===== src/rtl/xsc_pkg.sv =====
package xsc_pkg;
    localparam int STATE_W = 2;
    localparam int MODE_W  = 3;
    localparam int REQ_W   = 3;

    typedef enum logic [STATE_W-1:0] {
        XS_OFF    = 2'd0,
        XS_ON     = 2'd1,
        XS_LISTEN = 2'd2,
        XS_WAKE   = 2'd3
    } xs_state_e;

    typedef enum logic [MODE_W-1:0] {
        SM_NORMAL   = 3'd0,
        SM_STANDBY  = 3'd1,
        SM_SLEEP    = 3'd2,
        SM_RESTART  = 3'd3,
        SM_FAILSAFE = 3'd4
    } sys_mode_e;
endpackage


===== src/rtl/xsc_perm.sv =====
// Permission lookup: is request code req_i allowed in mode mode_i?
module xsc_perm
    import xsc_pkg::*;
(
    input  logic [MODE_W-1:0] mode_i,
    input  logic [REQ_W-1:0]  req_i,
    output logic              ok_o
);
    logic [STATE_W-1:0] st;
    logic               code_ok;

    assign st      = req_i[STATE_W-1:0];
    assign code_ok = (req_i[REQ_W-1:STATE_W] == '0);

    always_comb begin
        ok_o = 1'b0;
        if (code_ok) begin
            unique case (mode_i)
                SM_NORMAL:   ok_o = 1'b1;
                SM_STANDBY:  ok_o = (st != XS_ON);
                SM_SLEEP,
                SM_RESTART,
                SM_FAILSAFE: ok_o = (st == XS_OFF) || (st == XS_WAKE);
                default:     ok_o = 1'b0;
            endcase
        end
    end
endmodule


===== src/rtl/xsc_irq_flag.sv =====
// Sticky interrupt flag, set wins over write-1-to-clear.
module xsc_irq_flag (
    input  logic clk,
    input  logic rst_n,
    input  logic set_i,
    input  logic clr_i,
    output logic flag_o
);
    always_ff @(posedge clk or negedge rst_n) begin
        if (!rst_n)      flag_o <= 1'b0;
        else if (set_i)  flag_o <= 1'b1;
        else if (clr_i)  flag_o <= 1'b0;
    end
endmodule


===== src/rtl/xsc_supply_mon.sv =====
// Registers the supply-good input into a status bit.
module xsc_supply_mon (
    input  logic clk,
    input  logic good_i,
    output logic stat_o
);
    always_ff @(posedge clk) begin
        stat_o <= good_i;
    end
endmodule


===== src/rtl/xcvr_state_ctrl.sv =====
module xcvr_state_ctrl
    import xsc_pkg::*;
#(
    parameter int                ADDR_W     = 8,
    parameter int                DATA_W     = 8,
    parameter logic [ADDR_W-1:0] CFG_ADDR   = 8'h10,
    parameter logic [ADDR_W-1:0] IRQ_ADDR   = 8'h5A,
    parameter int                ERR_BIT    = 3,
    parameter int                FS_DIS_BIT = 3,
    parameter int                TIE_BIT    = 4
) (
    input  logic              clk,
    input  logic              rst_n,
    input  logic              wr_en,
    input  logic [ADDR_W-1:0] wr_addr,
    input  logic [DATA_W-1:0] wr_data,
    input  logic [MODE_W-1:0] sys_mode,
    input  logic              supply_ok,
    output logic [STATE_W-1:0] xcvr_state,
    output logic [MODE_W-1:0] mode_now,
    output logic              tx_en,
    output logic              supply_stat,
    output logic              mode_err_irq
);
    localparam logic [MODE_W-1:0] MODE_MAX = MODE_W'(SM_FAILSAFE);

    xs_state_e st_q, st_d;
    sys_mode_e mode_q, mode_d;
    logic      tie_q, fsdis_q;

    logic             cfg_wr, irq_clr;
    logic [REQ_W-1:0] req_st;
    logic             mode_diff, mode_valid, fs_default;
    logic             perm_wr_ok, perm_mode_ok;
    logic             mode_go, wr_go, err_set;

    assign cfg_wr  = wr_en && (wr_addr == CFG_ADDR);
    assign irq_clr = wr_en && (wr_addr == IRQ_ADDR) && wr_data[ERR_BIT];
    assign req_st  = wr_data[REQ_W-1:0];

    assign mode_diff  = (sys_mode != mode_q);
    assign mode_valid = (sys_mode <= MODE_MAX);
    assign fs_default = (sys_mode == SM_FAILSAFE) && !fsdis_q;

    // state request checked against the applied mode
    xsc_perm u_perm_wr (
        .mode_i (mode_q),
        .req_i  (req_st),
        .ok_o   (perm_wr_ok)
    );

    // applied state checked against the requested mode
    xsc_perm u_perm_mode (
        .mode_i (sys_mode),
        .req_i  ({{(REQ_W-STATE_W){1'b0}}, st_q}),
        .ok_o   (perm_mode_ok)
    );

    // MODE_GO / MODE_BLOCK and WR_GO / WR_BLOCK decisions
    assign mode_go = mode_diff && mode_valid && (tie_q || fs_default || perm_mode_ok);
    assign wr_go   = cfg_wr && !mode_go && perm_wr_ok;
    assign err_set = (mode_diff && !mode_go) || (cfg_wr && !wr_go);

    // next-state logic
    always_comb begin
        st_d   = st_q;
        mode_d = mode_q;
        if (mode_go) begin
            mode_d = sys_mode_e'(sys_mode);
            if (tie_q) begin
                st_d = (sys_mode == SM_NORMAL) ? XS_ON : XS_WAKE;
            end else if (fs_default) begin
                st_d = XS_WAKE;
            end
        end else if (wr_go) begin
            unique case (req_st[STATE_W-1:0])
                2'd0: st_d = XS_OFF;
                2'd1: st_d = XS_ON;
                2'd2: st_d = XS_LISTEN;
                2'd3: st_d = XS_WAKE;
                default: st_d = st_q;
            endcase
        end
    end

    // state register
    always_ff @(posedge clk or negedge rst_n) begin
        if (!rst_n) begin
            st_q    <= XS_WAKE;
            mode_q  <= SM_STANDBY;
            tie_q   <= 1'b0;
            fsdis_q <= 1'b0;
        end else begin
            st_q   <= st_d;
            mode_q <= mode_d;
            if (cfg_wr) begin
                tie_q   <= wr_data[TIE_BIT];
                fsdis_q <= wr_data[FS_DIS_BIT];
            end
        end
    end

    xsc_irq_flag u_irq (
        .clk    (clk),
        .rst_n  (rst_n),
        .set_i  (err_set),
        .clr_i  (irq_clr),
        .flag_o (mode_err_irq)
    );

    xsc_supply_mon u_supply (
        .clk    (clk),
        .good_i (supply_ok),
        .stat_o (supply_stat)
    );

    // outputs
    always_comb begin
        tx_en = 1'b0;
        unique case (st_q)
            XS_ON:     tx_en = supply_stat;
            XS_OFF,
            XS_LISTEN,
            XS_WAKE:   tx_en = 1'b0;
            default:   tx_en = 1'b0;
        endcase
    end

    assign xcvr_state = st_q;
    assign mode_now   = mode_q;
endmodule


===== config.mk =====
export PLATFORM = sky130hd
export DESIGN_NAME = xcvr_state_ctrl
export DESIGN_NICKNAME = d
export VERILOG_FILES = /design/src/rtl/xsc_pkg.sv /design/src/rtl/xsc_perm.sv /design/src/rtl/xsc_irq_flag.sv /design/src/rtl/xsc_supply_mon.sv /design/src/rtl/xcvr_state_ctrl.sv
export SDC_FILE = /design/constraint.sdc
export NUM_CORES = 1
export LEC_CHECK = 0
export ABC_AREA = 1
export BUFFER_PORTS_ARGS = -buffer_cell sky130_fd_sc_hd__buf_2
export CORE_MARGIN = 2
export CORE_UTILIZATION = 45
export DETAILED_ROUTE_END_ITERATION = 12
export GPL_ROUTABILITY_DRIVEN = 0
export GPL_TIMING_DRIVEN = 0
export HOLD_SLACK_MARGIN = 0.03
export PLACE_DENSITY = 0.77
export SLEW_MARGIN = 20
export SYNTH_ARGS = -nofsm -noshare
export SYNTH_HDL_FRONTEND = slang
export SYNTH_SLANG_ARGS = --single-unit

===== constraint.sdc =====
create_clock -name clk -period 1.95 [get_ports clk]
set_input_delay 0.195 -clock clk [delete_from_list [all_inputs] [get_ports clk]]
set_output_delay 0.195 -clock clk [all_outputs]
set_load 0.01 [all_outputs]

* Word-level counts from Yosys, hierarchy flattened *
Index checks and enable logic that the tools add are counted.

cells by class
  equal/unequal tests = 20
  mux-type cells = 12
  magnitude comparators = 1
  reduce and logical (&&, ||, !) cells = 28

operators by type and width
  kind                  number
  $eq A3 B2 Y1 const B  4
  $logic_and A1 B1 Y1   10
  $mux W2               5
  $reduce_or A3 Y1      3
  $eq A2 B2 Y1 const B  4
  $eq A8 B5 Y1 const B  1
  $eq A8 B7 Y1 const B  1
  $pmux W2 S4           1
  $eq A3 B1 Y1 const B  2
  $eq A3 B3 Y1 const B  2
  $logic_not A3 Y1      2
  $pmux W1 S3           2
  $logic_or A1 B1 Y1    5
  $eq A2 B1 Y1 const B  2
  $logic_not A2 Y1      2
  $ne A2 B1 Y1 const B  2
  $reduce_bool A2 Y1    2
  $le A3 B3 Y1 const B  1
  $logic_not A1 Y1      3
  $mux W1               3
  $ne A3 B3 Y1          1
  $ne A3 B3 Y1 const B  1
  $pmux W1 S2           1
  $reduce_and A2 Y1     1

storage, ports and cells
  word-level logic and storage cells = 67
  register bits after elaboration = 9
  bits of input ports = 23
  output and inout bits = 8

* Logic depth before layout (Yosys ltp) *
Gate-level depths: netlist (run 1).

  depth in word-level cells = 12
  mapped depth = 12
  depth with buffers taken out = 12

* Cells and area by module *
Synthesis (run 1) repeated with hierarchy kept, for this count alone.

second synthesis, totals
  cell total of the unflattened synthesis = 107
  area, all modules = 721.9 sq um

modules (own cells, without submodules)
  module           cells an instance  times used  area each (sq um)
  xcvr_state_ctrl  73                 1           536.8
  xsc_perm         14                 2           62.6
  xsc_irq_flag     5                  1           40.0
  xsc_supply_mon   1                  1           20.0

* Worst setup path before layout (run 1) *
Ideal clock, no wire load.

  kind = register -> register
  start = reg st_q[1], in the netlist xcvr_state[1]
  end = reg st_q[0], in the netlist xcvr_state[0]
  library setup time = 0.076 ns
  buffers on the path = 0
  arrival = 1.423 ns
  path slack = 0.452 ns
  stages on the path, launching flop included = 12
  required time = 1.874 ns
  cell sequence = dfstp_2 inv_1 ha_1 o21ai_0 nand2_1 inv_1 nand2_2 nand3_4 nand2_4 nand2_2 nand2_1 nand2_1

between the ends
  word-level cells in the longest chain between the ends = 10

RTL lines
  item                                                     line                   text
  from (decl)                                              xcvr_state_ctrl.sv:27  xs_state_e st_q, st_d;
  from (signal assigned)                                   xcvr_state_ctrl.sv:94  st_q <= st_d;
  $eq A2 B2 Y1 / $logic_not A2 Y1 (equally long branches)  xsc_perm.sv:23         SM_FAILSAFE: ok_o = (st == XS_OFF) || (st == XS_WAKE);
  $logic_or A1 B1 Y1                                       xsc_perm.sv:23
  $pmux W1 S3 (*)                                          xsc_perm.sv:18         unique case (mode_i)
  $logic_or A1 B1 Y1 (*)                                   xcvr_state_ctrl.sv:60  assign mode_go = mode_diff && mode_valid && (tie_q || fs_default || perm_mode_ok);
  $logic_and A1 B1 Y1 (*)                                  xcvr_state_ctrl.sv:60
  $logic_not A1 Y1                                         xcvr_state_ctrl.sv:61  assign wr_go = cfg_wr && !mode_go && perm_wr_ok;
  $logic_and A1 B1 Y1 (2 in a row)                         xcvr_state_ctrl.sv:61
  $reduce_bool A2 Y1 (no line)                             --
  $reduce_and A2 Y1 (no line)                              --

Mark *: on every way between the ends. The rest lies on a longest branch, timed or not.
A chain may end at the register's enable or synchronous reset.

* Worst setup path after layout (run 1) *
  start = reg st_q[1], in the netlist xcvr_state[1]
  end = reg st_q[1], in the netlist xcvr_state[1]

The elaborated chain is that of the path after synthesis.

==> metrics.txt, run 1 <==
nature of the critical path endpoint=flop; worst vdd ir=0.000508 V; via density per instance=4.93; worst hold path depth=2; # DRC=0; Pre-Repair DR Iteration Count=3; Critical Path RT=2.15 ns; TritonCTS clock tree=built; clock transition at the registers of the reported paths=0.06 ns; reported max-cap violation count=0; GRT Total Usage=19.1%; initial core utilization=47.0%; Synth Register Bits=9; port buffer count=27; Slew HR=78.9%; Clk Latency, worst-skew pair=0.26 ns; setup TNS=0 ns; register area share after synthesis=32.4%; die width=43.2 µm; reg2reg setup slack=0.38 ns; Fin Hold WS=0.150 ns; reg2reg end=xcvr_state[1]; H-Tree Depth=1; Pwr Density=970 nW/µm²; Final Hold Fails=0; ANT nets after route=0; Yosys cell types=24; Slew Limit Fails=0; EDFF count, synth=0; most frequent cell after synthesis=nand2_1; die footprint=1870 µm²; Die Y=43.2 µm; DR WL/cell=10.2 µm; critical path launch point type=flop; DP HPWL=1220 µm; io pins=31; DR iter-0 viols=2; DR vias=695; Clock Skews=0.00106 ns; most frequent cells after synthesis=nand2_1, inv_1, nor2_1; worst min-delay path startpoint=wr_data[4]; top cells by area, synth=dfrtp_1, nand2_1, dfstp_2; total wire length=1440 µm; largest net degree at the start of global routing=11; row cnt=14; area growth from synthesis to layout=29.1%; Clock Sinks=9; WHS Endpoint=tie_q; post-synth top area share=18.1%; Yosys top cell by area=dfrtp_1; FF-to-FF Start=xcvr_state[1]; status=completed; leakage=0.000505 µW; syn nets=121; first-pass GRT wire length=2580 µm; initial antenna violation count=0; share of layout cells above drive strength 1=35.2%; FMAX=638 MHz; Synth Instances=92; Crit Path Class=reg2reg; clk buf depth=2; # nets final=155; Critical Path Fanout Max=10; mapped cell area=692 µm²; Reg2Reg Depth=11; Syn. warnings=0; vias in the first global route=628; Worst-Margin Slew=0.315 ns; postcts setup bufs=0; Main synth FF type=dfrtp_1; CP arrival=1.77 ns; core area=1470 µm²; ant diodes=0; post-synthesis async set-or-reset flop share=88.9%; RSZ-0062 raised after global routing=false; fin crit share=80.4%; Final setup viols=0; grt total ovfl=0; Num CTS Buffers=3; Avg Cell Area, Syn=7.52 µm²; Tightest Hold Check Type=in2reg; Final min period=1.57 ns; CTS root buf=clkbuf_4
[repair_timing]
| item | in CTS | in global routing |
|---|---|---|
| endpoints found under the hold margin | 9 | 0 |
| hold buffers | 2 | 0 |
| resized for setup | 0 | 0 |
| setup endpoints to repair | 0 | 0 |
[through the flow]
| step | setup WS, ns | cell area (µm²) | total power (µW) | utilization (%) | instances |
|---|---|---|---|---|---|
| after floorplan | 0.452 | 692 | 590 | - | 92 |
| after global placement | 0.398 | 847 | 716 | 57.6 | 135 |
| after detailed placement | 0.377 | 847 | 731 | 57.6 | 135 |
| after CTS | 0.368 | 893 | 882 | 60.7 | 141 |
| after global routing | 0.266 | 893 | 949 | 60.7 | 141 |
| final | 0.382 | 893 | 867 | 60.7 | 141 |
[flip-flops by register name, indices dropped and copies added, names as in the netlist]
| register | flops |
|---|---|
| tie_q | 1 |
| u_irq.flag_o | 1 |
| xcvr_state | 2 |
| fsdis_q | 1 |
| mode_now | 3 |
| u_supply.stat_o | 1 |
[kinds of logic (layout without fill, tap and decap cells)]
| group | Yosys count | count (layout) | share of synthesized area, % |
|---|---|---|---|
| AOI/OAI and AO/OA | 9 | 9 | 7.05 |
| DFF | 9 | 9 | 32.4 |
| xor gates and xnor gates | 1 | 1 | 1.27 |
| buffers and inverters | 14 | 47 | 7.59 |
| and+or+nand+nor | 51 | 51 | 37.6 |
| muxes | 2 | 2 | 3.25 |
| adders and majority gates | 6 | 6 | 10.8 |
[placed cells by master, fill, tap and decap left out, types with 2 or more instances in the layout]
master,netlist,layout
buf_2,0,27
nand2_1,22,22
inv_1,11,11
nor2_1,11,11
nand3_1,6,6
ha_1,6,6
dfrtp_1,5,5
o21ai_0,4,4
o21ai_1,4,4
nand4_1,3,3
clkbuf_4,0,3
dfstp_2,3,3
inv_2,2,2
mux2_1,2,2
nand2_2,2,2
dlygate4sd3_1,0,2
[routing by layer]
| layer | global-route usage [%] | vias to the layer above | routed length, µm |
|---|---|---|---|
| li1 | - | 363 | - |
| met3 | 6.81 | 4 | 80 |
| met4 | 9.09 | 0 | 30 |
| met1 | 21.6 | 311 | 623 |
| met2 | 31.6 | 17 | 702 |
| met5 | 0 | - | 0 |
[area by class of cell]
cell class              count  area (µm²)
fillers                   153         578
well taps                  16        20.0
clock buffers               4        26.3
repair buffers             29         155
inverters                  14        52.6
multi-input cells          69         415
flip-flops and latches      9         224
[report_power, final]
group / switching (µW) / internal [µW] / total [µW] / leakage (µW)
Combinational: 231 / 167 / 398 / 0.000390
Sequential: 60.8 / 264 / 324 / 0.000101
Clock: 65.5 / 78.9 / 144 / 0.0000150
Total: 358 / 509 / 867 / 0.000505
[critical path, stage by stage (launching register included)]
cell	delay [ns]
dfstp_2	0.54
inv_1	0.05
ha_1	0.27
o21ai_0	0.07
nand2_1	0.06
inv_1	0.04
nand2_2	0.07
nand3_4	0.13
nand2_4	0.12
nand2_2	0.05
nand2_1	0.05
nand2_1	0.04
[how the worst max path moves through the flow]
stage,from,end,slack [ns],depth (start not counted)
2_1_floorplan,xcvr_state[1],xcvr_state[0],0.45,11
3_3_place_gp,xcvr_state[1],xcvr_state[1],0.40,11
3_5_place_dp,xcvr_state[1],xcvr_state[1],0.38,11
4_1_cts,xcvr_state[1],xcvr_state[1],0.37,11
5_1_grt,xcvr_state[1],xcvr_state[1],0.27,12
6_report,xcvr_state[1],xcvr_state[1],0.38,11
(Power assumes the default switching activity.)
==> run 2, diff against run 1 <==
- CORE_UTILIZATION: 45 -> 41
- PLACE_DENSITY: 0.77 -> 0.74
- clock period: 1.95 -> 1.33 ns (I/O delays scaled with it)
==> run 2 against run 1 <==
Net effect: the run now ends with negative setup slack left; count of clock-buffer cells in the layout unchanged; non-clock buffer count is 2 higher; clock skew rose by 0.0026 ns; wire length grew 16%; global-route usage up 0.21 points; die area up 8.8%; hold slack lost 0.059 ns; utilization rose by 2.4 points; first-iteration DRC count grew to 3.0 times the previous value.
==> metrics.txt, run 2 (synthesis gave the netlist of run 1 again) <==
CTS root buf=clkbuf_4; Die Y=45.1 µm; clock transition at the registers of the reported paths=0.06 ns; DP HPWL=1250 µm; commonest non-fill, non-tap cell in the layout=buf_2; Worst Setup SP=xcvr_state[1]; # nets final=158; FF-to-FF Start=xcvr_state[1]; leakage=0.000525 µW; vias in the first global route=676; Clock Sinks=9; DR iter-0 viols=6; # DRC=0; ANT nets after route=0; area growth from synthesis to layout=40.7%; io pins=31; Tightest Hold Check Type=in2reg; total wire length=1660 µm; Critical Path RT=1.49 ns; core area=1540 µm²; die footprint=2030 µm²; Reg2Reg Depth=10; Final min period=1.52 ns; reg2reg setup slack=-0.19 ns; failing checks=negative setup slack; Pwr Density=1550 nW/µm²; initial core utilization=44.9%; FF+latch area=224 µm²; die width=45.1 µm; TritonCTS clock tree=built; reg2reg end=mode_now[2]; Pre-Repair DR Iteration Count=5; final core utilization=63.1%; Crit Path Class=reg2reg; port buffer count=27; DR vias=713; Final setup viols=7; worst min-delay path startpoint=wr_data[4]; setup TNS=-0.981 ns; worst hold path depth=2; Num CTS Buffers=3; nature of the critical path endpoint=flop; Largest register FFs=3; Worst-Margin Slew=0.530 ns; initial antenna violation count=0; Clock Skews=0.00369 ns; CP arrival=1.68 ns; status=complete, but fails checks; Critical Path Fanout Max=5; Area after DPL=847 µm²; worst setup margin=-0.186 ns; RSZ-0062 raised after global routing=true; total power=1510 µW; row cnt=14; Layout fillers=139; clk buf depth=2; most frequent cells in the layout=buf_2, nand2_1, nor2_1, inv_1, nand3_1; reported max-cap violation count=0; H-Tree Depth=1; fin crit share=114%; Fin Hold WS=0.0909 ns; critical path launch point type=flop; worst vdd ir=0.00107 V; first-pass GRT wire length=2740 µm; Multi-input gate area=470 µm²; grt total ovfl=0; Clk Latency, worst-skew pair=0.27 ns; via density per instance=4.95; DR WL/cell=11.6 µm; GRT Total Usage=19.4%; FMAX=660 MHz; Final Hold Fails=0; WHS Endpoint=tie_q; Slew HR=64.5%; Slew Limit Fails=0; share of layout cells above drive strength 1=45.3%; largest net degree at the start of global routing=9; fin area=973 µm²; ant diodes=0
[run 2: worst max-delay path by stage]
stage	end	slack (ns)	cells after the start
finish	mode_now[2]	-0.19	10
global route	xcvr_state[0]	-0.27	12
CTS	xcvr_state[1]	-0.21	11
detailed placement	xcvr_state[1]	-0.25	11
global placement	xcvr_state[0]	-0.21	11
floorplan	u_irq.flag_o	-0.16	10
[run 2: power by group]
group          total [µW]  internal [µW]  leakage [µW]  switching [µW]
clock                 214            116     0.0000150            98.0
sequential            493            387      0.000101             105
combinational         803            368      0.000409             435
[run 2: metal layers]
metal  share of wire (%)  GRT usage [%]  up-vias
li1                    -              -      373
met1                  41           22.3      320
met2                  52           33.4       18
met3                 6.4           7.20        2
met4                0.60           5.29        0
met5                   0              0        -
[run 2: timing repair]
item                                    CTS  global route
setup buffers                             1             1
cloned                                    1             0
hold buffers                              2             0
hold endpoints to repair                  9             0
endpoints found under the setup margin    7             7
gates resized for setup                   3            11
pin swaps                                 6             6
[run 2: critical path, stage by stage, from the launching register on]
cell,delay [ns]
dfstp_2,0.54
inv_2,0.05
ha_4,0.25
o21ai_2,0.04
nand2_1,0.07
inv_2,0.04
nand2_4,0.07
buf_6,0.10
nand3_4,0.09
nand2_2,0.09
o21ai_1,0.05
[run 2: area by class of cell]
class | instances | share of cell area, %
multi-input cells | 70 | 48.3
clock buffers | 4 | 2.70
repair buffers | 31 | 18.5
inverters | 14 | 5.40
flip-flops and latches | 9 | 23.0
well taps | 16 | 2.06
[run 2: through the flow]
stage	std cells	setup slack, ns
2_1_floorplan	92	-0.162
3_3_place_gp	135	-0.212
3_5_place_dp	135	-0.249
4_1_cts	143	-0.207
5_1_grt	144	-0.275
6_report	144	-0.186
==> run 3, diff against run 2 <==
- CORE_MARGIN: 2 -> unset
==> run 3 against run 2 <==
Net effect: the run still ends with negative setup slack left; die area fell by 8.7%; cell count is 1.4% higher; first-iteration DRC count increased by 100%; sequential power down 1%; clock skew increased by 0.0021 ns; non-clock buffer count up 2; hold slack got worse by 0.017 ns; highest routed layer unchanged.
==> metrics.txt, run 3 (synthesis gave the netlist of run 1 again) <==
status=complete, but fails checks; failing checks=negative setup slack; port buffer count=27; Num CTS Buffers=3; register share of total power=31.2%; clock transition at the registers of the reported paths=0.06 ns; Multi-input gate area=474 µm²; Worst-Margin Slew=0.527 ns; vias in the first global route=672; share of layout cells above drive strength 1=44.6%; Largest register FFs=3; Clk Latency, worst-skew pair=0.27 ns; nature of the critical path endpoint=flop; critical path launch point type=flop; Clock Skews=0.00581 ns; clk buf depth=2; # DRC=0; via density per instance=4.90; first-pass GRT wire length=2810 µm; DR WL/cell=11.5 µm; final core utilization=64.0%; largest net degree at the start of global routing=9; TritonCTS clock tree=built; initial core utilization=44.9%; switch share=42.3%; FF+latch area=224 µm²; die footprint=1860 µm²; Tightest Hold Check Type=in2reg; CP arrival=1.75 ns; reg2reg end=xcvr_state[0]; FMAX=646 MHz; Slew Limit Fails=0; row cnt=14; Final Hold Fails=0; H-Tree Depth=1; Die Y=43.1 µm; fin crit share=116%; WHS Endpoint=tie_q; Final setup viols=7; area growth from synthesis to layout=42.5%; io pins=31; Clock Sinks=9; DR vias=716; Pwr Density=1580 nW/µm²; initial antenna violation count=0; Critical Path RT=1.53 ns; total power=1560 µW; worst setup margin=-0.219 ns; CTS root buf=clkbuf_4; Net Sw Power=659 µW; Critical Path Fanout Max=5; # nets final=160; Setup Slack @ Placement=-0.246 ns; Final min period=1.55 ns; commonest non-fill, non-tap cell in the layout=buf_2; worst vdd ir=0.000843 V; ant diodes=0; total wire length=1680 µm; ANT nets after route=0; most frequent cells in the layout=buf_2, nand2_1, nor2_1, inv_1, nand3_1; Pre-Repair DR Iteration Count=4; DP HPWL=1240 µm; reported max-cap violation count=0; Crit Path Class=reg2reg; GRT Total Usage=20.7%; internal power=897 µW; Layout fillers=146; DR iter-0 viols=12; Fin Hold WS=0.0735 ns; FF-to-FF Start=xcvr_state[1]; RSZ-0062 raised after global routing=true; worst hold path depth=2; core area=1540 µm²; Reg2Reg Depth=11; die width=43.1 µm; grt total ovfl=0; clock power share=14.3%; worst min-delay path startpoint=wr_data[4]; leakage=0.000538 µW; Slew HR=64.6%; reg2reg setup slack=-0.22 ns; Comb power frac=54.5%
==> run 3: cell count changes in the layout (fill, tap and decap cells not counted) <==
| cell | change |
|---|---|
| nand2_1 | +2 |
| buf_6 | -1 |
| inv_2 | -1 |
| buf_2 | +1 |
| nand2_4 | +1 |
| nand2_2 | -3 |
| o21ai_2 | +1 |
| buf_4 | +2 |
| inv_1 | +1 |
| o21ai_1 | -1 |
==> run 3: timing repair <==
action                     CTS  global route
cloned                       1             0
pin swaps                    3             5
buffers inserted             3             1
hold endpoints to repair     9             0
hold buffers                 2             0
setup endpoints to repair    7             7
resized for setup            5             7
==> run 3: worst max-delay path, stage by stage (launching register included) <==
cell,delay [ns]
dfstp_2,0.54
inv_2,0.06
ha_4,0.26
o21ai_2,0.04
nand2_1,0.08
inv_2,0.05
nand2_4,0.07
nand3_4,0.10
nand2_4,0.13
nand2_4,0.05
nand2_2,0.06
nand2_1,0.04
==> run 3: per-stage QoR <==
stage	area (µm²)	TNS, ns	instances
finish	986	-1.26	146
global route	986	-1.64	146
CTS	952	-1.10	145
detailed placement	847	-1.13	135
global placement	847	-0.977	135
floorplan	692	-0.719	92
==> run 3: power groups by stage <==
stage	Sequential (µW)	Clock, µW	Combinational [µW]
after global placement	481	0	572
after global routing	497	242	935
after floorplan	507	0	364
after CTS	485	227	740
after detailed placement	487	0	583
final	486	223	848
==> run 3: layout make-up <==
class	count	share of cell area, %
repair buffers	33	19.2
flip-flops and latches	9	22.7
inverters	14	5.33
clock buffers	4	2.66
multi-input cells	70	48.1
well taps	16	2.03
==> run 3: worst max path at each step <==
stage / cells after the start / slack (ns) / endpoint / startpoint
detailed placement: 10 / -0.25 / u_irq.flag_o / xcvr_state[1]
CTS: 11 / -0.21 / xcvr_state[1] / xcvr_state[1]
finish: 11 / -0.22 / xcvr_state[0] / xcvr_state[1]
floorplan: 10 / -0.16 / u_irq.flag_o / xcvr_state[1]
global route: 12 / -0.29 / xcvr_state[1] / xcvr_state[1]
global placement: 11 / -0.22 / xcvr_state[0] / xcvr_state[1]
==> run 3: layer usage <==
layer  part of all wire [%]  up-vias  global-route usage (%)  wire length, µm
met5                      0        -                       0                0
met4                   0.89        0                    7.27               15
met3                    5.2        2                    6.38               88
met2                     51       18                    37.9              860
met1                     43      323                    21.8              716
li1                       -      373                       -                -
